## config.mk

```make
export PLATFORM = sky130hd
export DESIGN_NAME = hcr_i2c_slave
export DESIGN_NICKNAME = d
export VERILOG_FILES = /design/src/rtl/hcr_pkg.sv /design/src/rtl/hcr_line_sync.sv /design/src/rtl/hcr_addr_map.sv /design/src/rtl/hcr_byte_fsm.sv /design/src/rtl/hcr_ctrl_reg.sv /design/src/rtl/hcr_i2c_slave.sv
export SDC_FILE = /design/constraint.sdc
export NUM_CORES = 1
export LEC_CHECK = 0
export ABC_AREA = 1
export BUFFER_PORTS_ARGS = -buffer_cell sky130_fd_sc_hd__buf_2
export CORE_MARGIN = 2
export CORE_UTILIZATION = 40
export DETAILED_ROUTE_END_ITERATION = 10
export GPL_TIMING_DRIVEN = 1
export PLACE_DENSITY = 0.67
export SYNTH_ARGS = -nofsm -noshare
export SYNTH_HDL_FRONTEND = slang
export SYNTH_HIERARCHICAL = 1
export SYNTH_SLANG_ARGS = --single-unit
```

## constraint.sdc

```tcl
create_clock -name clk -period 2.1 [get_ports clk]
set_clock_uncertainty 0.15 [all_clocks]
set_input_delay 0.21 -clock clk [delete_from_list [all_inputs] [get_ports clk]]
set_output_delay 0.21 -clock clk [all_outputs]
set_load 0.01 [all_outputs]
```

## src/rtl/hcr_pkg.sv

```systemverilog
package hcr_pkg;
  localparam int HCR_DW        = 8;
  localparam int HCR_AW        = 7;
  localparam int HCR_SEL_W     = 3;
  localparam int HCR_WARM_BIT  = 1;

  typedef enum logic [2:0] {
    ST_IDLE,
    ST_ADDR,
    ST_ADDR_ACK,
    ST_WDATA,
    ST_WDATA_ACK,
    ST_RDATA,
    ST_RDATA_ACK
  } hcr_state_e;

  // Low strap-width bits of the address are the strap code rotated by ROT.
  function automatic logic [HCR_AW-1:0] hcr_rot_addr(
    input logic [HCR_SEL_W-1:0] sel,
    input logic [HCR_AW-1:0]    base,
    input logic [HCR_SEL_W-1:0] rot
  );
    logic [HCR_SEL_W-1:0] low;
    low = sel + rot;
    return base | {{(HCR_AW-HCR_SEL_W){1'b0}}, low};
  endfunction
endpackage

```

## src/rtl/hcr_line_sync.sv

```systemverilog
module hcr_line_sync #(
  parameter int STAGES = 2
) (
  input  logic clk,
  input  logic rst_n,
  input  logic scl_raw,
  input  logic sda_raw,
  output logic scl_s,
  output logic sda_s,
  output logic scl_rise,
  output logic scl_fall,
  output logic start_det,
  output logic stop_det
);
  logic [STAGES-1:0] scl_pipe;
  logic [STAGES-1:0] sda_pipe;
  logic              scl_q;
  logic              sda_q;

  always_ff @(posedge clk or negedge rst_n) begin
    if (!rst_n) begin
      scl_pipe <= '1;
      sda_pipe <= '1;
      scl_q    <= 1'b1;
      sda_q    <= 1'b1;
    end else begin
      scl_pipe <= {scl_pipe[STAGES-2:0], scl_raw};
      sda_pipe <= {sda_pipe[STAGES-2:0], sda_raw};
      scl_q    <= scl_pipe[STAGES-1];
      sda_q    <= sda_pipe[STAGES-1];
    end
  end

  always_comb begin
    scl_s     = scl_pipe[STAGES-1];
    sda_s     = sda_pipe[STAGES-1];
    scl_rise  = scl_s & ~scl_q;
    scl_fall  = ~scl_s & scl_q;
    start_det = scl_s & scl_q & sda_q & ~sda_s;
    stop_det  = scl_s & scl_q & ~sda_q & sda_s;
  end
endmodule

```

## src/rtl/hcr_addr_map.sv

```systemverilog
module hcr_addr_map
  import hcr_pkg::*;
#(
  parameter logic [HCR_AW-1:0]    BASE = 7'h20,
  parameter logic [HCR_SEL_W-1:0] ROT  = 3'd5
) (
  input  logic [HCR_SEL_W-1:0] sel,
  output logic [HCR_AW-1:0]    addr
);
  localparam int N = 1 << HCR_SEL_W;

  logic [HCR_AW-1:0] lut [N];

  for (genvar g = 0; g < N; g++) begin : g_lut
    assign lut[g] = hcr_rot_addr(HCR_SEL_W'(g), BASE, ROT);
  end

  assign addr = lut[sel];
endmodule

```

## src/rtl/hcr_byte_fsm.sv

```systemverilog
module hcr_byte_fsm
  import hcr_pkg::*;
#(
  parameter int DW = HCR_DW,
  parameter int AW = HCR_AW
) (
  input  logic          clk,
  input  logic          rst_n,
  input  logic          scl_rise,
  input  logic          scl_fall,
  input  logic          start_det,
  input  logic          stop_det,
  input  logic          sda_s,
  input  logic [AW-1:0] own_addr,
  input  logic [DW-1:0] reg_val,
  output logic          sda_low,
  output logic          wr_stb,
  output logic [DW-1:0] wr_data,
  output logic          idle
);
  localparam int CW = $clog2(DW);
  localparam logic [CW-1:0] LAST = CW'(DW - 1);

  hcr_state_e    state_q, state_d;
  logic [CW-1:0] cnt_q, cnt_d;
  logic [DW-1:0] rx_q, rx_d;
  logic [DW-1:0] tx_q, tx_d;
  logic          flag_q, flag_d;
  logic          rw_q, rw_d;
  logic          low_q, low_d;
  logic          stb_q, stb_d;
  logic          adv_en;

  assign adv_en = start_det | stop_det | scl_rise | scl_fall;

  always_comb begin
    state_d = state_q;
    cnt_d   = cnt_q;
    rx_d    = rx_q;
    tx_d    = tx_q;
    flag_d  = flag_q;
    rw_d    = rw_q;
    low_d   = low_q;
    stb_d   = 1'b0;
    if (start_det) begin
      state_d = ST_ADDR;
      cnt_d   = '0;
      flag_d  = 1'b0;
      low_d   = 1'b0;
    end else if (stop_det) begin
      state_d = ST_IDLE;
      flag_d  = 1'b0;
      low_d   = 1'b0;
    end else begin
      unique case (state_q)
        ST_ADDR, ST_WDATA: begin
          if (scl_rise) begin
            rx_d = {rx_q[DW-2:0], sda_s};
            if (cnt_q == LAST) flag_d = 1'b1;
            else               cnt_d  = cnt_q + 1'b1;
          end else if (scl_fall && flag_q) begin
            flag_d = 1'b0;
            cnt_d  = '0;
            if (state_q == ST_WDATA) begin
              stb_d   = 1'b1;
              low_d   = 1'b1;
              state_d = ST_WDATA_ACK;
            end else if (rx_q[DW-1:1] == own_addr) begin
              low_d   = 1'b1;
              rw_d    = rx_q[0];
              state_d = ST_ADDR_ACK;
            end else begin
              state_d = ST_IDLE;
            end
          end
        end
        ST_ADDR_ACK: begin
          if (scl_fall) begin
            cnt_d  = '0;
            flag_d = 1'b0;
            if (rw_q) begin
              tx_d    = reg_val;
              low_d   = ~reg_val[DW-1];
              state_d = ST_RDATA;
            end else begin
              low_d   = 1'b0;
              state_d = ST_WDATA;
            end
          end
        end
        ST_WDATA_ACK: begin
          if (scl_fall) begin
            low_d   = 1'b0;
            state_d = ST_WDATA;
          end
        end
        ST_RDATA: begin
          if (scl_fall) begin
            if (cnt_q == LAST) begin
              low_d   = 1'b0;
              flag_d  = 1'b0;
              state_d = ST_RDATA_ACK;
            end else begin
              tx_d  = {tx_q[DW-2:0], 1'b0};
              low_d = ~tx_q[DW-2];
              cnt_d = cnt_q + 1'b1;
            end
          end
        end
        ST_RDATA_ACK: begin
          if (scl_rise) begin
            flag_d = ~sda_s;
          end else if (scl_fall) begin
            if (flag_q) begin
              tx_d    = reg_val;
              low_d   = ~reg_val[DW-1];
              cnt_d   = '0;
              flag_d  = 1'b0;
              state_d = ST_RDATA;
            end else begin
              low_d   = 1'b0;
              state_d = ST_IDLE;
            end
          end
        end
        default: ;
      endcase
    end
  end

  always_ff @(posedge clk or negedge rst_n) begin
    if (!rst_n) begin
      state_q <= ST_IDLE;
      cnt_q   <= '0;
      rx_q    <= '0;
      tx_q    <= '0;
      flag_q  <= 1'b0;
      rw_q    <= 1'b0;
      low_q   <= 1'b0;
    end else if (adv_en) begin
      state_q <= state_d;
      cnt_q   <= cnt_d;
      rx_q    <= rx_d;
      tx_q    <= tx_d;
      flag_q  <= flag_d;
      rw_q    <= rw_d;
      low_q   <= low_d;
    end
  end

  always_ff @(posedge clk or negedge rst_n) begin
    if (!rst_n) stb_q <= 1'b0;
    else        stb_q <= stb_d;
  end

  assign sda_low = low_q;
  assign wr_stb  = stb_q;
  assign wr_data = rx_q;
  assign idle    = (state_q == ST_IDLE);
endmodule

```

## src/rtl/hcr_ctrl_reg.sv

```systemverilog
module hcr_ctrl_reg
  import hcr_pkg::*;
#(
  parameter int DW       = HCR_DW,
  parameter int CLR_BIT  = HCR_WARM_BIT
) (
  input  logic          clk,
  input  logic          rst_n,
  input  logic          wr_stb,
  input  logic [DW-1:0] wr_data,
  input  logic          hw_clr,
  output logic [DW-1:0] ctrl_q
);
  logic [DW-1:0] ctrl_d;
  logic          load_en;

  always_comb begin
    load_en = wr_stb | hw_clr;
    ctrl_d  = wr_stb ? wr_data : ctrl_q;
    if (hw_clr) ctrl_d[CLR_BIT] = 1'b0;
  end

  always_ff @(posedge clk or negedge rst_n) begin
    if (!rst_n)       ctrl_q <= '0;
    else if (load_en) ctrl_q <= ctrl_d;
  end
endmodule

```

## src/rtl/hcr_i2c_slave.sv

```systemverilog
module hcr_i2c_slave
  import hcr_pkg::*;
#(
  parameter int                   SYNC_STAGES = 2,
  parameter logic [HCR_AW-1:0]    ADDR_BASE   = 7'h20,
  parameter logic [HCR_SEL_W-1:0] ADDR_ROT    = 3'd5
) (
  input  logic       clk,
  input  logic       rst_n,
  input  logic [2:0] addr_sel,
  input  logic       scl_in,
  input  logic       sda_in,
  output logic       sda_pull_low,
  input  logic       card_answer,
  input  logic       card_mute,
  output logic       act_req,
  output logic       warm_req,
  output logic       vcc_3v_sel,
  output logic       card_clk_halt,
  output logic       card_clk_halt_high,
  output logic [1:0] card_clk_rate,
  output logic       aux_io_en
);
  logic              rst_meta_n;
  logic              rst_q_n;
  logic              scl_s;
  logic              sda_s;
  logic              scl_rise;
  logic              scl_fall;
  logic              start_det;
  logic              stop_det;
  logic [HCR_AW-1:0] own_addr;
  logic [HCR_DW-1:0] ctrl_q;
  logic [HCR_DW-1:0] wr_data;
  logic              wr_stb;
  logic              hw_clr;
  logic              idle;

  always_ff @(posedge clk or negedge rst_n) begin
    if (!rst_n) begin
      rst_meta_n <= 1'b0;
      rst_q_n    <= 1'b0;
    end else begin
      rst_meta_n <= 1'b1;
      rst_q_n    <= rst_meta_n;
    end
  end

  hcr_line_sync #(.STAGES(SYNC_STAGES)) u_sync (
    .clk       (clk),
    .rst_n     (rst_q_n),
    .scl_raw   (scl_in),
    .sda_raw   (sda_in),
    .scl_s     (scl_s),
    .sda_s     (sda_s),
    .scl_rise  (scl_rise),
    .scl_fall  (scl_fall),
    .start_det (start_det),
    .stop_det  (stop_det)
  );

  hcr_addr_map #(.BASE(ADDR_BASE), .ROT(ADDR_ROT)) u_map (
    .sel  (addr_sel),
    .addr (own_addr)
  );

  hcr_byte_fsm u_fsm (
    .clk       (clk),
    .rst_n     (rst_q_n),
    .scl_rise  (scl_rise),
    .scl_fall  (scl_fall),
    .start_det (start_det),
    .stop_det  (stop_det),
    .sda_s     (sda_s),
    .own_addr  (own_addr),
    .reg_val   (ctrl_q),
    .sda_low   (sda_pull_low),
    .wr_stb    (wr_stb),
    .wr_data   (wr_data),
    .idle      (idle)
  );

  assign hw_clr = card_answer | card_mute;

  hcr_ctrl_reg u_reg (
    .clk     (clk),
    .rst_n   (rst_q_n),
    .wr_stb  (wr_stb),
    .wr_data (wr_data),
    .hw_clr  (hw_clr),
    .ctrl_q  (ctrl_q)
  );

  assign act_req            = ctrl_q[0];
  assign warm_req           = ctrl_q[HCR_WARM_BIT];
  assign vcc_3v_sel         = ctrl_q[2];
  assign card_clk_halt      = ctrl_q[3];
  assign card_clk_halt_high = ctrl_q[4];
  assign card_clk_rate      = ctrl_q[6:5];
  assign aux_io_en          = ctrl_q[7];
endmodule

```

==> flow_summary.json, run 1 <==
{
  "end_kind": "flip-flop",
  "worstSetupPathType": "flip-flop to flip-flop",
  "num_vias": 2238,
  "drt-met1-wl_um": 2380,
  "met3_length_um": 329,
  "maxCapViolCount": 0,
  "vias_per_cell": 4.97,
  "dr.pass1.iters": 5,
  "dp_cells": 432,
  "routed_wl_um": 5590,
  "ir_worst_vdd_mv": 0.508,
  "syn_area_per_cell_um2": 7.59,
  "wire_per_inst_um": 12.4,
  "grt_overflow": 0,
  "hpwl_um": 4130,
  "fin_cells": 450,
  "top_layer": "met4",
  "crit_required_ns": 2.13,
  "ioPinCount": 18,
  "leakagePower_uw": 0.00157,
  "cp_data_arrival_time_ns": 2.02,
  "htreeDepth": 2,
  "grt_pass1_vias": 2118,
  "grt_max_degree": 26,
  "min_period_over_period_pct": 94.8,
  "clk_latency_ns": 0.29,
  "ys_warn_count": 6,
  "die_w_um": 84.2,
  "cts_buffer_depth": 2,
  "chipHeight_um": 84.2,
  "die_area_um2": 7090,
  "critPathBufInv": 4,
  "path_max_fanout": 14,
  "antenna_found_initial": 0,
  "finalSetupViolations": 0,
  "wl_met2_um": 2840,
  "diodes": 0,
  "hold_viol_final": 0,
  "gp_congestion": 0.956,
  "cts_sinks": 41,
  "critPathMaxStageDelay_ns": 0.56,
  "drive_above_1_share_pct": 23.1,
  "coreArea_um2": 6280,
  "syn_area_um2": 2570,
  "cts_root_buffer": "clkbuf_8",
  "final-max-slew-violation-count": 0,
  "area_growth_pct": 14.2,
  "cts.clk_slew.worst_paths_ns": 0.08,
  "numCtsBuffers": 5,
  "grt_pass1_wl_um": 9440,
  "syn-instance-count": 339,
  "drt_iter0_drc": 181,
  "tns_ns": 0,
  "cp_top_family": "simple AND/OR/NAND/NOR gates",
  "drc": 0,
  "hold_path_class": "flip-flop to async pin",
  "layout_setup_ws_ns": 0.109,
  "grt_usage_pct": 16.2,
  "num-fill-cells": 626,
  "outcome": "completed",
  "slowest_stage": "dfstp_2",
  "powerDensity_nw_per_um2": 973,
  "path_cells": "buf_4 > inv_1 > nor2_1 > inv_2 > nand2_2 > nor2_1 > nor3_2 > nand3_2 > buf_4 > nand2_1 > o21ai_2",
  "min_period_ns": 1.99,
  "rows": 29,
  "start_kind": "flip-flop",
  "ant_nets": 0,
  "pre_cts_ws_ns": 0.127,
  "nNetsFinal": 386,
  "clock.fmax_mhz": 502,
  "cts_tree": "yes",
  "start_util_pct": 41.0,
  "io_buffers": 17
}
sequential cells by signal, summed over array words and instances (netlist names):
| name | flops |
|---|---|
| u_fsm/rw_q | 1 |
| u_fsm/sda_low | 1 |
| u_fsm/tx_q | 7 |
| u_fsm/wr_data | 8 |
| u_sync/sda_q | 1 |
| u_fsm/flag_q | 1 |
| u_reg/ctrl_q | 8 |
| rst_q_n | 1 |
| u_fsm/state_q | 3 |
| u_fsm/cnt_q | 3 |
| u_sync/scl_q | 1 |
| u_sync/scl_pipe | 2 |
| rst_meta_n | 1 |
| u_sync/sda_pipe | 2 |
| u_fsm/wr_stb | 1 |
layer usage:
metal  vias up  track usage [%]
li1       1124                -
met1      1039             20.9
met2        69             27.4
met3         6             3.64
met4         0             4.55
met5         -                0
path summary, 6_finish.rpt:
kind                                           end          startpoint  slack, ns  cells past startpoint
worst max-delay path                 u_fsm/tx_q[1]  u_sync/scl_pipe[1]       0.11                     11
worst min-delay path                    u_fsm/rw_q             rst_q_n       0.06                      1
worst max register to register       u_fsm/tx_q[1]  u_sync/scl_pipe[1]       0.11                     11
worst min register to register          u_fsm/rw_q             rst_q_n       0.06                      1
max in group asynchronous       u_sync/scl_pipe[0]             rst_q_n       1.40                      1
min in group clk                   u_reg/ctrl_q[1]           card_mute       0.11                      6
power by group:
part	switching (µW)	internal [µW]	total [µW]
clock	272	386	659
sequential	206	961	1170
combinational	652	381	1030
total	1130	1730	2860
layout by cell type (no fill, tap or decap), drive strengths merged, types with 2 or more instances in the layout:
master,n
nand3,22
nor3,6
xnor2,2
mux2i,6
inv,46
a21oi,10
conb,5
nand2,101
dlygate4sd3,3
o21ai,38
dfrtp,35
nor2,40
buf,32
clkinvlp,2
dfstp,6
clkbuf,6
ha,5
metrics by stage:
stage	power, µW	cell area, µm²	hold WS [ns]	utilization (%)
final	2860	2940	0.0553	46.8
after global routing	3080	2940	0.0696	46.8
after CTS	2860	2880	0.0593	45.8
after detailed placement	2180	2730	-0.153	43.4
after global placement	2160	2730	-0.153	43.4
after floorplan	1970	2580	-0.236	-
timing repair:
item	CTS	global route
endpoints found under the setup margin	0	10
setup buffers	0	7
resized for setup	0	5
hold endpoints to repair	4	0
hold buffers	3	0
layout make-up:
cell class / instances / area [µm²] / share of cell area, %
Inverter: 47 / 188 / 6.39
Clock inverter: 2 / 37.5 / 1.28
Multi-Input combinational cell: 242 / 1270 / 43.3
Sequential cell: 41 / 1030 / 35.2
Timing Repair Buffer: 35 / 228 / 7.75
Tap cell: 77 / 96.3 / 3.28
Clock buffer: 6 / 82.6 / 2.81
Note: power is estimated with default switching activity, not from simulation.
==> run 2: changes to the inputs <==
- HOLD_SLACK_MARGIN: unset -> 0.12
==> run 2 against run 1 <==
Effect of this change:
- sequential power barely moved
- via count rose by 0.71%
- power rose by 0.51%
- final cell count rose by 1.1%
- sequential cell count did not move
==> flow_summary.json, run 2 (synthesis results as in run 1) <==
{
  "outcome": "completed",
  "intPower_uw": 1730,
  "postLayoutCellArea_um2": 2990,
  "min_period_ns": 1.99,
  "maxCapViolCount": 0,
  "die_area_um2": 7090,
  "layout_commonest_cell": "nand2_1",
  "clock.fmax_mhz": 502,
  "cts_sinks": 41,
  "coreArea_um2": 6280,
  "power_frac_clock_pct": 23.2,
  "cts_buffer_depth": 2,
  "cp_data_arrival_time_ns": 2.03,
  "grt_pass1_wl_um": 9560,
  "die_w_um": 84.2,
  "area_growth_pct": 16.1,
  "finalSetupViolations": 0,
  "grt_overflow": 0,
  "io_buffers": 17,
  "layout_common_cells": "89 x nand2_1, 41 x inv_1, 35 x dfrtp_1",
  "cts.clk_slew.worst_paths_ns": 0.09,
  "antenna_found_initial": 0,
  "htreeDepth": 2,
  "chipHeight_um": 84.2,
  "power_uw": 2870,
  "switchingPower_uw": 1140,
  "grt_usage_pct": 16.4,
  "clk_latency_ns": 0.29,
  "drive_above_1_share_pct": 22.8,
  "wire_per_inst_um": 12.4,
  "ir_worst_vdd_mv": 0.508,
  "crit_required_ns": 2.14,
  "worstReg2RegStart": "u_sync/scl_pipe[1]",
  "ioPinCount": 18,
  "cts_root_buffer": "clkbuf_8",
  "hpwl_um": 4130,
  "hold_path_class": "flip-flop to flip-flop",
  "start_kind": "flip-flop",
  "met3_length_um": 344,
  "num_vias": 2254,
  "powerDensity_nw_per_um2": 961,
  "hold_viol_final": 0,
  "grt_pass1_vias": 2151,
  "leakagePower_uw": 0.00159,
  "diodes": 0,
  "routed_wl_um": 5660,
  "drt-met1-wl_um": 2420,
  "crit_path_start": "u_sync/scl_pipe[1]",
  "top_layer": "met4",
  "path_max_fanout": 14,
  "gp_congestion": 0.956,
  "place_area_um2": 2730,
  "cts_tree": "yes",
  "vias_per_cell": 4.95,
  "start_util_pct": 41.0,
  "drt_iter0_drc": 232,
  "end_kind": "flip-flop",
  "rows": 29,
  "whs_ns": 0.205,
  "drc": 0,
  "nNetsFinal": 391,
  "p_sw_share_pct": 39.6,
  "numCtsBuffers": 5,
  "wl_met2_um": 2840,
  "ant_nets": 0,
  "grt_max_degree": 26,
  "worstSetupPathType": "flip-flop to flip-flop",
  "combPwrFrac_pct": 36.2,
  "final-max-slew-violation-count": 0,
  "seqPwrFrac_pct": 40.6,
  "hold_start": "rst_meta_n",
  "dr.pass1.iters": 4,
  "min_period_over_period_pct": 94.8
}
## run 2: cell count changes in the layout (fill, tap and decap cells not counted), sizes merged
cell / previous run / this run
dlygate4sd3: 3 / 8
## run 2: layer usage
layer	track usage [%]	up-vias
li1	-	1132
met1	21.0	1041
met2	28.0	73
met3	3.64	8
met4	4.55	0
met5	0	-
## run 2: power by group through the flow
stage / combinational, µW / sequential (µW) / clock [µW]
2_1_floorplan: 863 / 1100 / 0
3_3_place_gp: 991 / 1170 / 0
3_5_place_dp: 1000 / 1180 / 0
4_1_cts: 1020 / 1170 / 683
5_1_grt: 1180 / 1190 / 717
6_report: 1040 / 1170 / 666
## run 2: cell type report
type | instances | area, µm²
Sequential cell | 41 | 1030
Tap cell | 77 | 96.3
Timing Repair Buffer | 40 | 278
Multi-Input combinational cell | 242 | 1270
Inverter | 47 | 188
Clock inverter | 2 | 37.5
Clock buffer | 6 | 82.6
Fill cell | 624 | 3290
## run 2: worst paths after layout
path / to / slack (ns) / depth (start not counted)
worst max-delay path: u_fsm/tx_q[1] / 0.11 / 11
worst min-delay path: rst_q_n / 0.21 / 0
worst max register to register: u_fsm/tx_q[1] / 0.11 / 11
worst min register to register: rst_q_n / 0.21 / 0
max in group asynchronous: u_sync/scl_pipe[0] / 0.86 / 2
min in group asynchronous: u_fsm/tx_q[4] / 0.59 / 2
## run 2: stage by stage
stage	std cells	util [%]	setup TNS, ns	setup WS, ns
after floorplan	341	-	0	0.0828
after global placement	432	43.4	0	0.145
after detailed placement	432	43.4	0	0.127
after CTS	448	46.6	0	0.115
after global routing	455	47.6	-0.0437	-0.0149
final	455	47.6	0	0.108
## run 2: worst max-delay path, stage by stage (launching register included)
cell and delay [ns]:
dfstp_2 0.56, buf_4 0.12, inv_1 0.03, nor2_1 0.15, inv_2 0.12, nand2_2 0.11
nor2_1 0.05, nor3_2 0.16, nand3_2 0.08, buf_4 0.20, nand2_1 0.09, o21ai_2 0.05
## run 2: repair_timing
action / in CTS / in global routing
hold endpoints to repair: 14 / 0
buffers inserted: 0 / 7
resized for setup: 0 / 5
hold buffers: 8 / 0
endpoints found under the setup margin: 0 / 10
==> run 3: changes to the inputs <==
--- a/config.mk
+++ b/config.mk
@@ -10,7 +10,7 @@
 export CORE_MARGIN = 2
-export CORE_UTILIZATION = 40
+export CORE_UTILIZATION = 25
 export DETAILED_ROUTE_END_ITERATION = 10
-export GPL_TIMING_DRIVEN = 1
+export GPL_TIMING_DRIVEN = 0
 export HOLD_SLACK_MARGIN = 0.12
-export PLACE_DENSITY = 0.67
+export PLACE_DENSITY = 0.5
 export SYNTH_ARGS = -nofsm -noshare
==> constraint.sdc (replaced) <==
create_clock -name clk -period 2.1 [get_ports clk]
set_clock_uncertainty 0.15 [all_clocks]
set_input_delay 0.42 -clock clk [delete_from_list [all_inputs] [get_ports clk]]
set_output_delay 0.42 -clock clk [all_outputs]
set_load 0.01 [all_outputs]
==> run 3 against run 2 <==
Effect of this change:
- hold slack got worse by 0.025 ns
- utilization fell by 16 points
- count of clock-buffer cells in the layout stayed put
- worst setup slack got worse by 0.036 ns
- via count decreased by 4.9%
- sequential share of layout area down 1.8 points
- critical endpoint is now u_fsm/tx_q[3]
- largest power group is now combinational cells
==> flow_summary.json, run 3 (synthesis results as in run 1) <==
{
  "place_area_um2": 2860,
  "layout_commonest_cell": "nand2_1",
  "postLayoutCellArea_um2": 3160,
  "vias_per_cell": 4.13,
  "cp_top_family": "simple AND/OR/NAND/NOR gates",
  "path_cells": "nand2_4 > nor2_4 > nor2_4 > nand2_2 > nor2_2 > nor3_2 > nand3_2 > buf_8 > nand2_2 > o21ai_2",
  "cp_data_arrival_time_ns": 2.07,
  "seq_area_um2": 1030,
  "dr.pass1.iters": 4,
  "cts_tree": "yes",
  "grt_usage_pct": 11.4,
  "leakagePower_uw": 0.00164,
  "nNetsFinal": 396,
  "antenna_found_initial": 0,
  "path_max_fanout": 6,
  "ir_worst_vdd_mv": 0.322,
  "critPathBufInv": 1,
  "drt_iter0_drc": 142,
  "dp_cells": 495,
  "clk_latency_ns": 0.30,
  "ant_nets": 0,
  "postLayoutCoreUtil_pct": 31.2,
  "multi_input_area_um2": 1320,
  "num-fill-cells": 1080,
  "chipHeight_um": 105,
  "slowest_stage": "dfstp_2",
  "min_period_ns": 2.03,
  "end_kind": "flip-flop",
  "numCtsBuffers": 5,
  "critPathMaxStageDelay_ns": 0.60,
  "start_util_pct": 25.4,
  "layout_common_cells": "89 x nand2_1, 41 x inv_1, 34 x dfrtp_1",
  "final-max-slew-violation-count": 0,
  "drc": 0,
  "cts_buffer_depth": 2,
  "maxCapViolCount": 0,
  "fin_cells": 519,
  "grt_max_degree": 27,
  "powerDensity_nw_per_um2": 896,
  "rows": 37,
  "io_buffers": 17,
  "ioPinCount": 18,
  "routed_wl_um": 5860,
  "cts.clk_slew.worst_paths_ns": 0.09,
  "die_area_um2": 11100,
  "die_w_um": 105,
  "worstSetupPathType": "flip-flop to flip-flop",
  "start_kind": "flip-flop",
  "rsz0062_at_grt": "true",
  "wire_per_inst_um": 11.3,
  "hold_path_class": "flip-flop to async pin",
  "finalSetupViolations": 0,
  "area_growth_pct": 22.8,
  "num_vias": 2143,
  "outcome": "completed",
  "coreArea_um2": 10100,
  "clock.fmax_mhz": 493,
  "diodes": 0,
  "hpwl_um": 4330,
  "grt_overflow": 0,
  "hold_viol_final": 0,
  "htreeDepth": 2,
  "crit_required_ns": 2.14,
  "grt_pass1_vias": 2147,
  "cts_sinks": 41,
  "cts_root_buffer": "clkbuf_8",
  "gp_congestion": 0.882,
  "drive_above_1_share_pct": 25.6,
  "min_period_over_period_pct": 96.5,
  "grt_pass1_wl_um": 10300
}
[run 3: area by class of cell]
class	count	share of cell area (%)
Timing Repair Buffer	34	8.12
Multi-Input combinational cell	242	41.8
Sequential cell	41	32.7
Inverter	47	5.98
Clock buffer	6	2.30
Buffer	11	3.25
Clock inverter	2	0.475
Tap cell	136	5.38
[run 3: routing by layer]
| metal | track usage [%] | routed length (µm) |
|---|---|---|
| met2 | 18.5 | 2740 |
| met3 | 2.91 | 183 |
| met1 | 15.3 | 2880 |
| met4 | 2.38 | 55 |
| met5 | 0 | 0 |
[run 3: through the flow]
stage / hold slack [ns] / power (µW) / TNS [ns] / setup WS [ns]
floorplan: -0.0256 / 1970 / 0 / 0.0828
detailed placement: 0.0406 / 2220 / -4.25 / -0.268
global placement: 0.0559 / 2210 / -3.07 / -0.215
finish: 0.181 / 2830 / 0 / 0.0728
CTS: 0.194 / 2780 / 0 / 0.00132
global route: 0.218 / 3100 / -0.999 / -0.0972
[run 3: report_power, final]
part	internal (µW)	total (µW)	switching, µW
Combinational	474	1180	709
Clock	235	539	305
Sequential	962	1110	148
[run 3: path summary, 6_finish.rpt]
| check | endpoint | start | slack [ns] | cells past startpoint |
|---|---|---|---|---|
| min in group clk | rst_q_n | rst_meta_n | 0.21 | 0 |
| max in group asynchronous | u_fsm/state_q[1] | rst_q_n | 0.77 | 1 |
| worst max-delay path | u_fsm/tx_q[3] | u_sync/scl_q | 0.07 | 10 |
| worst min-delay path | u_sync/scl_q | rst_q_n | 0.18 | 0 |
| worst min register to register | u_sync/scl_q | rst_q_n | 0.18 | 0 |
| worst max register to register | u_fsm/tx_q[3] | u_sync/scl_q | 0.07 | 10 |
[run 3: what timing repair did]
| item | in CTS | in global routing |
|---|---|---|
| endpoints found under the hold margin | 11 | 0 |
| buffers inserted | 0 | 11 |
| setup endpoints to repair | 23 | 23 |
| pin swaps | 1 | 10 |
| hold buffers | 4 | 0 |
| cloned | 0 | 1 |
| gates resized for setup | 7 | 14 |
